File: config.mk
export PLATFORM = sky130hd
export DESIGN_NAME = sdram_cmd_seq
export DESIGN_NICKNAME = d
export VERILOG_FILES = /design/src/rtl/sdram_seq_pkg.sv /design/src/rtl/seq_gap_timer.sv /design/src/rtl/seq_refresh_req.sv /design/src/rtl/seq_cmd_out.sv /design/src/rtl/sdram_cmd_seq.sv
export SDC_FILE = /design/constraint.sdc
export NUM_CORES = 1
export LEC_CHECK = 0
export BUFFER_PORTS_ARGS = -buffer_cell sky130_fd_sc_hd__buf_4
export CORE_ASPECT_RATIO = 0.75
export CORE_MARGIN = 10
export CORE_UTILIZATION = 41
export DETAILED_ROUTE_END_ITERATION = 16
export GPL_TIMING_DRIVEN = 0
export PLACE_DENSITY = 0.73
export SLEW_MARGIN = 40
export SYNTH_ARGS = -nofsm -noshare
export SYNTH_HDL_FRONTEND = slang
export SYNTH_HIERARCHICAL = 1
export SYNTH_SLANG_ARGS = --single-unit
export TNS_END_PERCENT = 1
File: constraint.sdc
create_clock -name clk -period 3 [get_ports clk]
set_clock_uncertainty 0.1 [all_clocks]
set_input_delay 0.3 -clock clk [delete_from_list [all_inputs] [get_ports clk]]
set_output_delay 0.3 -clock clk [all_outputs]
set_load 0.03 [all_outputs]
File: src/rtl/sdram_seq_pkg.sv
// Shared types and helpers for the SDRAM command sequencer.
// Assumes a single-clock design; all counts are in SDRAM clocks.
package sdram_seq_pkg;

    typedef enum logic [2:0] {
        C_NOP, C_ACT, C_RD, C_WR, C_PRE, C_REF, C_MRS
    } cmd_e;

    typedef struct packed {
        logic [2:0] cl;
        logic [3:0] rc;
        logic [3:0] ras;
        logic [2:0] rp;
        logic [2:0] rcd;
        logic [2:0] rrd;
        logic [2:0] dpl;
    } timing_t;

    // Pull the timing fields out of the packed word (positions fixed).
    function automatic timing_t unpack_timing(input logic [31:0] r);
        timing_t t;
        t.cl  = r[30:28];
        t.rc  = r[27:24];
        t.ras = r[23:20];
        t.rp  = r[18:16];
        t.rcd = r[14:12];
        t.rrd = r[10:8];
        t.dpl = r[6:4];
        return t;
    endfunction

    // Spacing minus one, where a field of 0 is treated as a spacing of 1.
    function automatic logic [3:0] span_m1(input logic [3:0] v);
        return (v == 4'd0) ? 4'd0 : v - 4'd1;
    endfunction

    // Active-low {ras_n, cas_n, we_n} code for a command.
    function automatic logic [2:0] pin_code(input cmd_e c);
        case (c)
            C_ACT:   return 3'b011;
            C_RD:    return 3'b101;
            C_WR:    return 3'b100;
            C_PRE:   return 3'b010;
            C_REF:   return 3'b001;
            C_MRS:   return 3'b000;
            default: return 3'b111;
        endcase
    endfunction

endpackage

File: src/rtl/seq_gap_timer.sv
// Down-counter that holds a minimum spacing. Loading it with N makes
// done go high N clocks later. Assumes load_val fits in W bits.
module seq_gap_timer #(
    parameter int W = 4
) (
    input  logic         clk,
    input  logic         rst_n,
    input  logic         load,
    input  logic [W-1:0] load_val,
    output logic         done
);
    logic [W-1:0] cnt_q;

    // Load on command issue, else count down to zero and stay there.
    always_ff @(posedge clk) begin
        if (!rst_n)               cnt_q <= '0;
        else if (load)            cnt_q <= load_val;
        else if (cnt_q != '0)     cnt_q <= cnt_q - 1'b1;
    end

    assign done = (cnt_q == '0);


    hold_zero_chk: assert property (@(posedge clk) disable iff (!rst_n)
        (done && !load) |=> done);

endmodule

File: src/rtl/seq_refresh_req.sv
// Refresh request source: a free-running interval counter plus the rising
// edge of a test input. The pending flag holds until the sequencer clears it.
// A new request in the clearing cycle wins, so none is lost.
module seq_refresh_req #(
    parameter int REF_PERIOD = 1560,
    localparam int CW = (REF_PERIOD > 1) ? $clog2(REF_PERIOD) : 1
) (
    input  logic clk,
    input  logic rst_n,
    input  logic force_refresh,
    input  logic clr,
    output logic pend
);
    logic [CW-1:0] cnt_q;
    logic          force_q;
    logic          tick;

    assign tick = (cnt_q == CW'(REF_PERIOD - 1)) || (force_refresh && !force_q);

    // Interval counter wraps every REF_PERIOD clocks.
    always_ff @(posedge clk) begin
        if (!rst_n)     cnt_q <= '0;
        else if (cnt_q == CW'(REF_PERIOD - 1)) cnt_q <= '0;
        else            cnt_q <= cnt_q + 1'b1;
    end

    // Edge detector and pending flag; a new request beats a clear.
    always_ff @(posedge clk) begin
        if (!rst_n) begin
            force_q <= 1'b0;
            pend    <= 1'b0;
        end else begin
            force_q <= force_refresh;
            pend    <= tick | (pend & ~clr);
        end
    end

endmodule

File: src/rtl/seq_cmd_out.sv
// Output register stage: holds the command, chip selects, bank and
// address, and encodes the active-low strobes. In a lead cycle it drives
// ba/addr with all chip selects off.
module seq_cmd_out
    import sdram_seq_pkg::*;
#(
    parameter int NUM_MB = 2,
    parameter int BA_W   = 2,
    parameter int ADDR_W = 13
) (
    input  logic              clk,
    input  logic              rst_n,
    input  logic              issue,
    input  logic              lead,
    input  cmd_e              want_cmd,
    input  logic [NUM_MB-1:0] want_cs,
    input  logic [BA_W-1:0]   want_ba,
    input  logic [ADDR_W-1:0] want_addr,
    output cmd_e              cmd_o,
    output logic [NUM_MB-1:0] cs_n,
    output logic              ras_n,
    output logic              cas_n,
    output logic              we_n,
    output logic [BA_W-1:0]   ba,
    output logic [ADDR_W-1:0] addr
);
    logic [NUM_MB-1:0] cs_q;

    // Register the command or lead pattern; idle clocks keep the address.
    always_ff @(posedge clk) begin
        if (!rst_n) begin
            cmd_o <= C_NOP;
            cs_q  <= '0;
            ba    <= '0;
            addr  <= '0;
        end else if (issue) begin
            cmd_o <= want_cmd;
            cs_q  <= want_cs;
            ba    <= want_ba;
            addr  <= want_addr;
        end else begin
            cmd_o <= C_NOP;
            cs_q  <= '0;
            if (lead) begin
                ba   <= want_ba;
                addr <= want_addr;
            end
        end
    end

    assign cs_n = ~cs_q;
    assign {ras_n, cas_n, we_n} = pin_code(cmd_o);

endmodule

File: src/rtl/sdram_cmd_seq.sv
// SDRAM command timing sequencer. Serves each request closed-page
// (ACT, RD/WR, PRE), refreshes on demand, and issues a mode register set
// on a rising program edge. Spacings come from a packed timing word.
// Assumes the timing word and mode inputs change only while idle.
module sdram_cmd_seq
    import sdram_seq_pkg::*;
#(
    parameter int NUM_MB     = 2,
    parameter int BA_W       = 2,
    parameter int ROW_W      = 13,
    parameter int COL_W      = 10,
    parameter int ADDR_W     = 13,
    parameter int REF_PERIOD = 1560,
    parameter int MRD        = 2,
    localparam int MB_W      = (NUM_MB > 1) ? $clog2(NUM_MB) : 1
) (
    input  logic              clk,
    input  logic              rst_n,
    input  logic [31:0]       timing_reg,
    input  logic              ref_stagger,
    input  logic              addr_lead_en,
    input  logic              force_refresh,
    input  logic              mode_prog,
    input  logic              req_valid,
    output logic              req_ready,
    input  logic              req_write,
    input  logic [MB_W-1:0]   req_mbank,
    input  logic [BA_W-1:0]   req_cbank,
    input  logic [ROW_W-1:0]  req_row,
    input  logic [COL_W-1:0]  req_col,
    output logic [NUM_MB-1:0] cs_n,
    output logic              ras_n,
    output logic              cas_n,
    output logic              we_n,
    output logic [BA_W-1:0]   ba,
    output logic [ADDR_W-1:0] addr
);
    localparam int TW    = 4;
    localparam int NT    = 3;
    localparam int T_GAP = 0;
    localparam int T_RAS = 1;
    localparam int T_RRD = 2;
    localparam logic [MB_W-1:0] LAST_MB = MB_W'(NUM_MB - 1);
    localparam logic STAG_OK = (NUM_MB > 1);

    typedef enum logic [2:0] {S_IDLE, S_ACT, S_RW, S_PRE, S_REF2} st_e;

    timing_t tm;
    assign tm = unpack_timing(timing_reg);

    logic unused_bits;
    assign unused_bits = ^{timing_reg[31], timing_reg[19], timing_reg[15],
                           timing_reg[11], timing_reg[7], timing_reg[3:0]};

    st_e               st_q;
    logic              lead_q;
    cmd_e              pick_q, pick;
    logic              lat_wr;
    logic [MB_W-1:0]   lat_mb, ref_idx;
    logic [BA_W-1:0]   lat_cb;
    logic [ROW_W-1:0]  lat_row;
    logic [COL_W-1:0]  lat_col;
    logic              mode_q, mrs_pend, ref_pend, ref_clr;

    cmd_e              want_cmd, out_cmd;
    logic [NUM_MB-1:0] want_cs;
    logic [BA_W-1:0]   want_ba;
    logic [ADDR_W-1:0] want_addr;
    logic              want_ok, issue, go_lead, accept;

    logic [NT-1:0]     t_load, t_done;
    logic [TW-1:0]     t_val [NT];

    // One spacing timer per constraint: shared gap, ACT-to-PRE, ACT-to-ACT.
    for (genvar gi = 0; gi < NT; gi++) begin : g_tmr
        seq_gap_timer #(.W(TW)) u_tmr (
            .clk      (clk),
            .rst_n    (rst_n),
            .load     (t_load[gi]),
            .load_val (t_val[gi]),
            .done     (t_done[gi])
        );
    end

    seq_refresh_req #(.REF_PERIOD(REF_PERIOD)) u_ref (
        .clk           (clk),
        .rst_n         (rst_n),
        .force_refresh (force_refresh),
        .clr           (ref_clr),
        .pend          (ref_pend)
    );

    assign req_ready = (st_q == S_IDLE) && !ref_pend && !mrs_pend && !lead_q &&
                       t_done[T_GAP] && t_done[T_RRD];
    assign accept    = req_valid && req_ready;

    // Choose the next command, its pins, and whether its spacing has expired.
    always_comb begin
        pick      = lead_q ? pick_q : (ref_pend ? C_REF : (mrs_pend ? C_MRS : C_NOP));
        want_cmd  = C_NOP;
        want_cs   = '0;
        want_ba   = '0;
        want_addr = '0;
        want_ok   = 1'b0;
        case (st_q)
            S_IDLE: begin
                if (pick == C_REF) begin
                    want_cmd = C_REF;
                    want_cs  = (ref_stagger && STAG_OK) ? NUM_MB'(1) : '1;
                    want_ok  = t_done[T_GAP];
                end else if (pick == C_MRS) begin
                    want_cmd  = C_MRS;
                    want_cs   = '1;
                    want_addr = ADDR_W'({tm.cl, 4'b0000});
                    want_ok   = t_done[T_GAP];
                end
            end
            S_ACT: begin
                want_cmd  = C_ACT;
                want_cs   = NUM_MB'(1) << lat_mb;
                want_ba   = lat_cb;
                want_addr = ADDR_W'(lat_row);
                want_ok   = t_done[T_GAP] && t_done[T_RRD];
            end
            S_RW: begin
                want_cmd  = lat_wr ? C_WR : C_RD;
                want_cs   = NUM_MB'(1) << lat_mb;
                want_ba   = lat_cb;
                want_addr = ADDR_W'(lat_col);
                want_ok   = t_done[T_GAP];
            end
            S_PRE: begin
                want_cmd = C_PRE;
                want_cs  = NUM_MB'(1) << lat_mb;
                want_ba  = lat_cb;
                want_ok  = t_done[T_GAP] && t_done[T_RAS];
            end
            S_REF2: begin
                want_cmd = C_REF;
                want_cs  = NUM_MB'(1) << ref_idx;
                want_ok  = t_done[T_GAP];
            end
            default: ;
        endcase
        go_lead = want_ok && addr_lead_en && !lead_q;
        issue   = want_ok && !go_lead;
    end

    // Spacing to load into each timer when a command goes out.
    always_comb begin
        t_load        = '0;
        t_load[T_GAP] = issue;
        t_load[T_RAS] = issue && (want_cmd == C_ACT);
        t_load[T_RRD] = issue && (want_cmd == C_ACT);
        t_val[T_RAS]  = span_m1(tm.ras);
        t_val[T_RRD]  = span_m1({1'b0, tm.rrd});
        case (want_cmd)
            C_ACT:   t_val[T_GAP] = span_m1({1'b0, tm.rcd});
            C_WR:    t_val[T_GAP] = span_m1({1'b0, tm.dpl});
            C_PRE:   t_val[T_GAP] = span_m1({1'b0, tm.rp});
            C_REF:   t_val[T_GAP] = span_m1(tm.rc);
            C_MRS:   t_val[T_GAP] = TW'(MRD - 1);
            default: t_val[T_GAP] = '0;
        endcase
    end

    assign ref_clr = issue && (want_cmd == C_REF) &&
                     ((st_q == S_REF2) ? (ref_idx == LAST_MB) : !(ref_stagger && STAG_OK));

    // Sequencer state, lead cycle flag and request latch.
    always_ff @(posedge clk) begin
        if (!rst_n) begin
            st_q    <= S_IDLE;
            lead_q  <= 1'b0;
            pick_q  <= C_NOP;
            ref_idx <= '0;
            lat_wr  <= 1'b0;
            lat_mb  <= '0;
            lat_cb  <= '0;
            lat_row <= '0;
            lat_col <= '0;
        end else begin
            if (go_lead) begin
                lead_q <= 1'b1;
                pick_q <= pick;
            end else if (issue) begin
                lead_q <= 1'b0;
            end
            if (accept) begin
                st_q    <= S_ACT;
                lat_wr  <= req_write;
                lat_mb  <= req_mbank;
                lat_cb  <= req_cbank;
                lat_row <= req_row;
                lat_col <= req_col;
            end else if (issue) begin
                case (st_q)
                    S_IDLE: if (want_cmd == C_REF && ref_stagger && STAG_OK) begin
                                st_q    <= S_REF2;
                                ref_idx <= MB_W'(1);
                            end
                    S_ACT:  st_q <= S_RW;
                    S_RW:   st_q <= S_PRE;
                    S_PRE:  st_q <= S_IDLE;
                    S_REF2: if (ref_idx == LAST_MB) st_q <= S_IDLE;
                            else ref_idx <= ref_idx + 1'b1;
                    default: st_q <= S_IDLE;
                endcase
            end
        end
    end

    // Mode program edge detector and pending flag.
    always_ff @(posedge clk) begin
        if (!rst_n) begin
            mode_q   <= 1'b0;
            mrs_pend <= 1'b0;
        end else begin
            mode_q   <= mode_prog;
            mrs_pend <= (mode_prog && !mode_q) || (mrs_pend && !(issue && want_cmd == C_MRS));
        end
    end

    seq_cmd_out #(.NUM_MB(NUM_MB), .BA_W(BA_W), .ADDR_W(ADDR_W)) u_out (
        .clk       (clk),
        .rst_n     (rst_n),
        .issue     (issue),
        .lead      (go_lead),
        .want_cmd  (want_cmd),
        .want_cs   (want_cs),
        .want_ba   (want_ba),
        .want_addr (want_addr),
        .cmd_o     (out_cmd),
        .cs_n      (cs_n),
        .ras_n     (ras_n),
        .cas_n     (cas_n),
        .we_n      (we_n),
        .ba        (ba),
        .addr      (addr)
    );

    // Tracks an ACTIVATE on the pins not yet followed by a READ/WRITE.
    logic act_open_q;
    always_ff @(posedge clk) begin
        if (!rst_n)                                  act_open_q <= 1'b0;
        else if (out_cmd == C_ACT)                   act_open_q <= 1'b1;
        else if (out_cmd == C_RD || out_cmd == C_WR) act_open_q <= 1'b0;
    end


    act_pair_chk: assert property (@(posedge clk) disable iff (!rst_n)
        (out_cmd == C_ACT) |-> !act_open_q);


    mrs_single_chk: assert property (@(posedge clk) disable iff (!rst_n)
        (out_cmd == C_MRS) |=> (out_cmd != C_MRS));


    lead_chk: assert property (@(posedge clk) disable iff (!rst_n)
        ($past(addr_lead_en) && out_cmd != C_NOP) |->
        ($past(cs_n) == '1 && $stable(addr) && $stable(ba)));


    stagger_chk: assert property (@(posedge clk) disable iff (!rst_n)
        (out_cmd == C_REF && $past(ref_stagger) && STAG_OK) |-> ($countones(~cs_n) == 1));


    ref_all_chk: assert property (@(posedge clk) disable iff (!rst_n)
        (out_cmd == C_REF && !$past(ref_stagger)) |-> (cs_n == '0));


    accept_chk: assert property (@(posedge clk) disable iff (!rst_n)
        (req_valid && req_ready) |=> !req_ready);

endmodule

# Word level (Yosys, flattened, before mapping)
# Index checks and enable logic that the tools add are counted.
[totals]
ram_bits = 0
elab_cells = 166
reg_bits = 82
mem_count = 0
latchBits = 0
rom_bits = 0
[op_classes]
bitwise_logic = 6
n_mul = 0
n_lt_le_gt_ge = 0
eq_ne = 22
muxes = 47
shifts = 2
add_sub_neg = 11
div = 0
reduce_logical = 56
[op_table]
columns = ["op", "n"]
rows = [
  ["$mux W4", 12],
  ["$pmux W13 S3", 1],
  ["$eq A3 B3 Y1 const B", 9],
  ["$mux W13", 2],
  ["$mux W3", 7],
  ["$logic_not A4 Y1", 5],
  ["$pmux W4 S5", 1],
  ["$sub A4 B1 Y4 const B", 5],
  ["$logic_and A1 B1 Y1", 19],
  ["$pmux W3 S6", 1],
  ["$sub A3 B1 Y4 const B", 4],
  ["$eq A3 B2 Y1 const B", 5],
  ["$logic_not A3 Y1", 5],
  ["$pmux W3 S5", 1],
  ["$mux W7", 2],
  ["$mux W2", 6],
  ["$pmux W3 S4", 1],
  ["$reduce_bool A2 Y1", 6],
  ["$reduce_bool A4 Y1", 3],
  ["$add A11 B1 Y11 const B", 1],
  ["$eq A11 B11 Y1 const B", 1],
  ["$mux W1", 10],
  ["$eq A3 B1 Y1 const B", 3],
  ["$logic_not A1 Y1", 8],
  ["other kinds (19)", 26],
]

# Longest topological paths before layout
[depth]
depth_word = 16
ltp_mapped = 10
ltp_nobuf = 9

# Modules after synthesis
# Netlist, hierarchy kept.
[by_module_without_submodules]
columns = ["mod", "area_per_inst_um2", "seq_area_each_um2", "n_inst", "cells_each"]
rows = [
  ["sdram_cmd_seq", 2307.2, 740.7, 1, 307],
  ["seq_cmd_out", 823.3, 400.4, 1, 87],
  ["seq_gap_timer", 230.2, 80.1, 3, 23],
  ["seq_refresh_req", 550.5, 260.2, 1, 59],
]

# Worst setup path before layout
# OpenSTA, ideal clock, no wires.
[synth_path]
path_type = "register to register"
startpoint = "reg g_tmr[2].u_tmr.cnt_q[0]"
endpoint = "reg g_tmr[2].u_tmr.cnt_q[3]"
slack_ns = 0.591
t_arrival_ns = 2.183
period_less_slack_ns = 2.409
stages_incl_launch_ff = 10
path_cell_list = "dfxtp_1 > inv_1 > ha_1 > nor3b_4 > nor4bb_1 > a221o_1 > o21ai_2 > nor2_1 > nand2b_1 > o31ai_1"
[synth_via]
elab_chain_cells = 9
word_cells_on_any_way = 13
cone_classes = "add/sub (1); mux (3); reduce/logical (9)"
[synth_lines]
columns = ["element", "line", "source"]
rows = [
  ["start: declaration", "seq_gap_timer.sv:12", "logic [W-1:0] cnt_q;"],
  ["start signal: assignment", "seq_gap_timer.sv:17", "else if (load) cnt_q <= load_val;"],
  ["start signal: assignment", "seq_gap_timer.sv:18", "else if (cnt_q != '0) cnt_q <= cnt_q - 1'b1;"],
  ["$logic_not A4 Y1 (*)", "seq_gap_timer.sv:21", "assign done = (cnt_q == '0);"],
  ["named net t_done[2]", "sdram_cmd_seq.sv:71", "logic [NT-1:0] t_load, t_done;"],
  ["$logic_and A1 B1 Y1 (*)", "sdram_cmd_seq.sv:123", "want_ok = t_done[T_GAP] && t_done[T_RRD];"],
  ["$pmux W1 S4 (*)", "sdram_cmd_seq.sv:105", "case (st_q)"],
  ["$logic_and A1 B1 Y1 (2 in series)", "sdram_cmd_seq.sv:145", "go_lead = want_ok && addr_lead_en && !lead_q;"],
  ["$logic_not A1 Y1", "sdram_cmd_seq.sv:146", "issue = want_ok && !go_lead;"],
  ["$logic_and A1 B1 Y1 (*)", "sdram_cmd_seq.sv:146", ""],
  ["$logic_and A1 B1 Y1 (*)", "--", ""],
  ["named net t_load[1]", "sdram_cmd_seq.sv:71", ""],
  ["$mux W4 or $reduce_bool A2 Y1 (tied branches)", "--", ""],
]
# The timed path passes the listed nets; every way through them passes the cells marked *. The select of a mux whose other input is x is not followed.
# A chain may end at the register's enable or synchronous reset.

# Worst setup path after layout
[layout_path]
startpoint = "reg g_tmr[2].u_tmr.cnt_q[0]"
endpoint = "reg u_out.addr[5]"
[layout_via]
elab_chain_cells = 8
word_cells_on_any_way = 9
cone_classes = "mux (2); reduce/logical (7)"
[layout_lines]
columns = ["element", "line", "source"]
rows = [
  ["$logic_not A4 Y1 (*)", "seq_gap_timer.sv:21", ""],
  ["named net t_done[2]", "sdram_cmd_seq.sv:71", ""],
  ["$logic_and A1 B1 Y1 (*)", "sdram_cmd_seq.sv:123", ""],
  ["$pmux W1 S4 (*)", "sdram_cmd_seq.sv:105", ""],
  ["$logic_and A1 B1 Y1 (2 in series)", "sdram_cmd_seq.sv:145", ""],
  ["$logic_not A1 Y1", "sdram_cmd_seq.sv:146", ""],
  ["$logic_and A1 B1 Y1 (*)", "sdram_cmd_seq.sv:146", ""],
  ["named net issue", "sdram_cmd_seq.sv:69", "logic want_ok, issue, go_lead, accept;"],
  ["$mux W13 or $reduce_bool A2 Y1 (tied branches)", "--", ""],
  ["end signal: assignment", "seq_cmd_out.sv:40", "addr <= want_addr;"],
  ["end signal: assignment", "seq_cmd_out.sv:46", "addr <= want_addr;"],
  ["end: declaration", "seq_cmd_out.sv:25", "output logic [ADDR_W-1:0] addr"],
]
# The timed path passes the listed nets; every way through them passes the cells marked *.

==> results.toml <==
[power_and_ir_drop]
p_per_area_nw_per_um2 = 692
clockPowerShare_pct = 29.2
ir_drop_uv = 306
pwr-share-comb_pct = 34.7
p_sw_mw = 1.28
p_leak_nw = 2.17
swShare_pct = 34.1
p_seq_share_pct = 36.1
p_int_mw = 2.47

[sta]
worst_pin_slew_ns = 0.683
fin_crit_ns = 2.74
setup_tns_ns = 0
max_slew_margin_pct = 54.3
setup_viol = 0
finalWorstSetupSlack_ns = 0.262
rsz0062_at_grt = "false"
period_share_pct = 91.3
fmax_mhz = 365
slew_violations = 0
hold_viol = 0

[worst_setup_path]
critPathKind = "reg2reg"
crit-reg2reg-launch = "g_tmr[2].u_tmr/cnt_q[0]$_SDFFE_PN0P_"
crit_path_end = "u_out/addr[5]$_SDFFE_PN0P_"
critPathMaxFanout = 10
required_ns = 3.16
arrival_ns = 2.90
r2r_slack_ns = 0.26
r2r-end = "u_out/addr[5]$_SDFFE_PN0P_"
critPathCaptureType = "flip-flop"
cp-start-kind = "flip-flop"
r2r_cells = 10
startpoint = "g_tmr[2].u_tmr/cnt_q[0]$_SDFFE_PN0P_"

[yosys]
muxShareOfSynthArea_pct = 2.63
synthFlopType = "dfxtp_1"
synthXorXnorAreaFrac_pct = 2.60
synthSimpleGateAreaFrac_pct = 25.0
synth_cell_type_count = 68
ys_seq_area_share_pct = 37.6
synth_top_family_by_area = "simple AND/OR/NAND/NOR gates"
synthTopCellsByArea = "dfxtp_1 (38%), nand2_1 (8.2%), a21oi_1 (4.6%), ha_1 (4.0%), o211ai_1 (2.9%)"
synth_edf_count = 0
syn_area_per_cell_um2 = 8.37
ys_warn_count = 6
synth_top_area_share_pct = 37.6
synthAdderAreaFrac_pct = 4.01
ys_seq_elements = 82
synth_cells = 522
synth-async-reset-ratio_pct = 0
synth_area_um2 = 4370
synth_nets = 602
synth_compound_area_share_pct = 22.8
synth_top_cell_by_area = "dfxtp_1"

[finish]
layout_common_cells = "nand2_1 (95), dfxtp_1 (82), buf_4 (80), a21oi_1 (40), inv_1 (28)"
area_delta_synth_final_pct = 24.0
drive_gt1_share_pct = 23.1
stdcell_area_um2 = 5420
antenna_cells = 0
nNetsFinal = 690
utilization_pct = 52.5
layout_commonest_cell = "nand2_1"

[cts]
clk_latency_ns = 0.34
postCtsHoldBufs = 0
cts-root-to-sink-buffers = 2
post_cts_buffers = 0
cts_sinks = 82
cts_root_buf = "clkbuf_16"
cts_tree = "yes"
clk_pin_slew_worst_paths_ns = 0.06
cts_buffers = 9
cts.repair.resized = 0
cts_htree_levels = 3

[worst_hold_path]
worstHoldStart = "force_refresh"
hold_path_class = "in2reg"

[global_route]
grt_pass1_wl_mm = 18.6
grt_max_degree = 24
track_usage_pct = 14.7
grt.overflow.total = 0
grt_pass1_vias = 3814
antenna_found_initial = 0

[detailed_routing]
antenna_left = 0
vias_per_cell = 5.41
drc = 0
wl_per_cell_um = 15.6
dr.pass1.iters = 5
wirelength_mm = 11.7
drt_iter0_drc = 232
num_vias = 4064

[die]
core_area_um2 = 10300
die_w_um = 139
dieArea_um2 = 15200
dieHeight_um = 109
start_util_pct = 42.3
io_pins = 87
placementRows = 32

[status]
outcome = "finished, final reports clean"

[job]
cap_viol_max_count = 0

[place]
place_congestion = 0.885
dpl.hpwl_mm = 8.94
place_area_um2 = 5120
dp_slack_ns = 0.189
port_buffers = 77
-- stage by stage --
step	total power, mW	hold slack (ns)	instances
2_1_floorplan	2.33	0.318	522
4_1_cts	3.76	0.0748	751
5_1_grt	3.97	0.0967	751
3_3_place_gp	2.61	0.331	735
3_5_place_dp	2.66	0.338	735
6_report	3.75	0.0807	751
-- cell usage after synthesis (all sizes together), types with 4 or more instances --
cell type   n
clkbuf     12
nand2      95
buf        12
o21ai      35
o22ai       4
a21oi      41
nor3b       6
or3         6
nor2       17
nand3      14
a22o        8
dfxtp      82
o31ai       8
o211ai     17
nand2b      8
or4         7
and3        6
a211oi      4
or2         6
nor2b       6
and2       11
ha         14
mux2i       7
inv        29
nor3       10
xnor2      10
mux2        4
-- area by class of cell --
type	instances	area, um2
clock buffer	12	246
timing repair buffer	77	578
fill	999	4910
tap	136	170
sequential	82	1640
multi-input combinational	387	2500
buffer	24	128
inverter	29	109
clock inverter	4	51.3
-- power groups by stage --
stage	registers (mW)	logic [mW]	clock network [mW]
floorplan	1.35	0.978	0
finish	1.36	1.30	1.09
global route	1.37	1.44	1.16
detailed placement	1.38	1.29	0
CTS	1.35	1.29	1.11
global placement	1.37	1.25	0
-- worst max-delay path, stage by stage (launching register included) --
cell	delay (ns)
dfxtp_1	0.32
inv_1	0.09
ha_1	0.19
nor3b_4	0.32
nor4bb_1	0.48
a221o_1	0.21
o21ai_2	0.12
inv_2	0.21
clkbuf_1	0.36
o211ai_1	0.16
o21ai_1	0.11
-- worst min-delay path by stage --
stage	slack (ns)	depth (start not counted)	to
final	0.08	2	u_ref/force_q$_SDFF_PN0_
after global routing	0.1	2	mode_q$_SDFF_PN0_
after CTS	0.07	2	u_ref/force_q$_SDFF_PN0_
after detailed placement	0.34	1	u_ref/cnt_q[0]$_SDFF_PP0_
after global placement	0.33	1	u_ref/cnt_q[0]$_SDFF_PP0_
after floorplan	0.32	1	u_ref/cnt_q[0]$_SDFF_PP0_
-- registers in the layout, summed over array words and instances, names as in the netlist, 2 cells and up --
name	cells
lat_row	13
u_out/addr	13
g_tmr.u_tmr/cnt_q	12
u_ref/cnt_q	11
lat_col	10
pick_q	3
st_q	3
u_out/cmd_o	3
lat_cb	2
u_out/ba	2
u_out/cs_q	2
-- routing by layer --
layer	routed length, um	vias up	track usage, %
li1	-	2029	-
met1	5480	1891	19.3
met2	5400	134	23.7
met3	748	10	4.14
met4	86	0	2.90
met5	0	-	0
-- kinds of logic after synthesis --
group,count (synthesis)
flip-flops,82
XOR/XNOR,13
adder cells (fa/ha/maj),14
buffers and inverters,53
AO/OA/AOI/OAI,142
multiplexers,11
AND/OR/NAND/NOR,207
No activity file was read; power rests on OpenSTA's default activity.
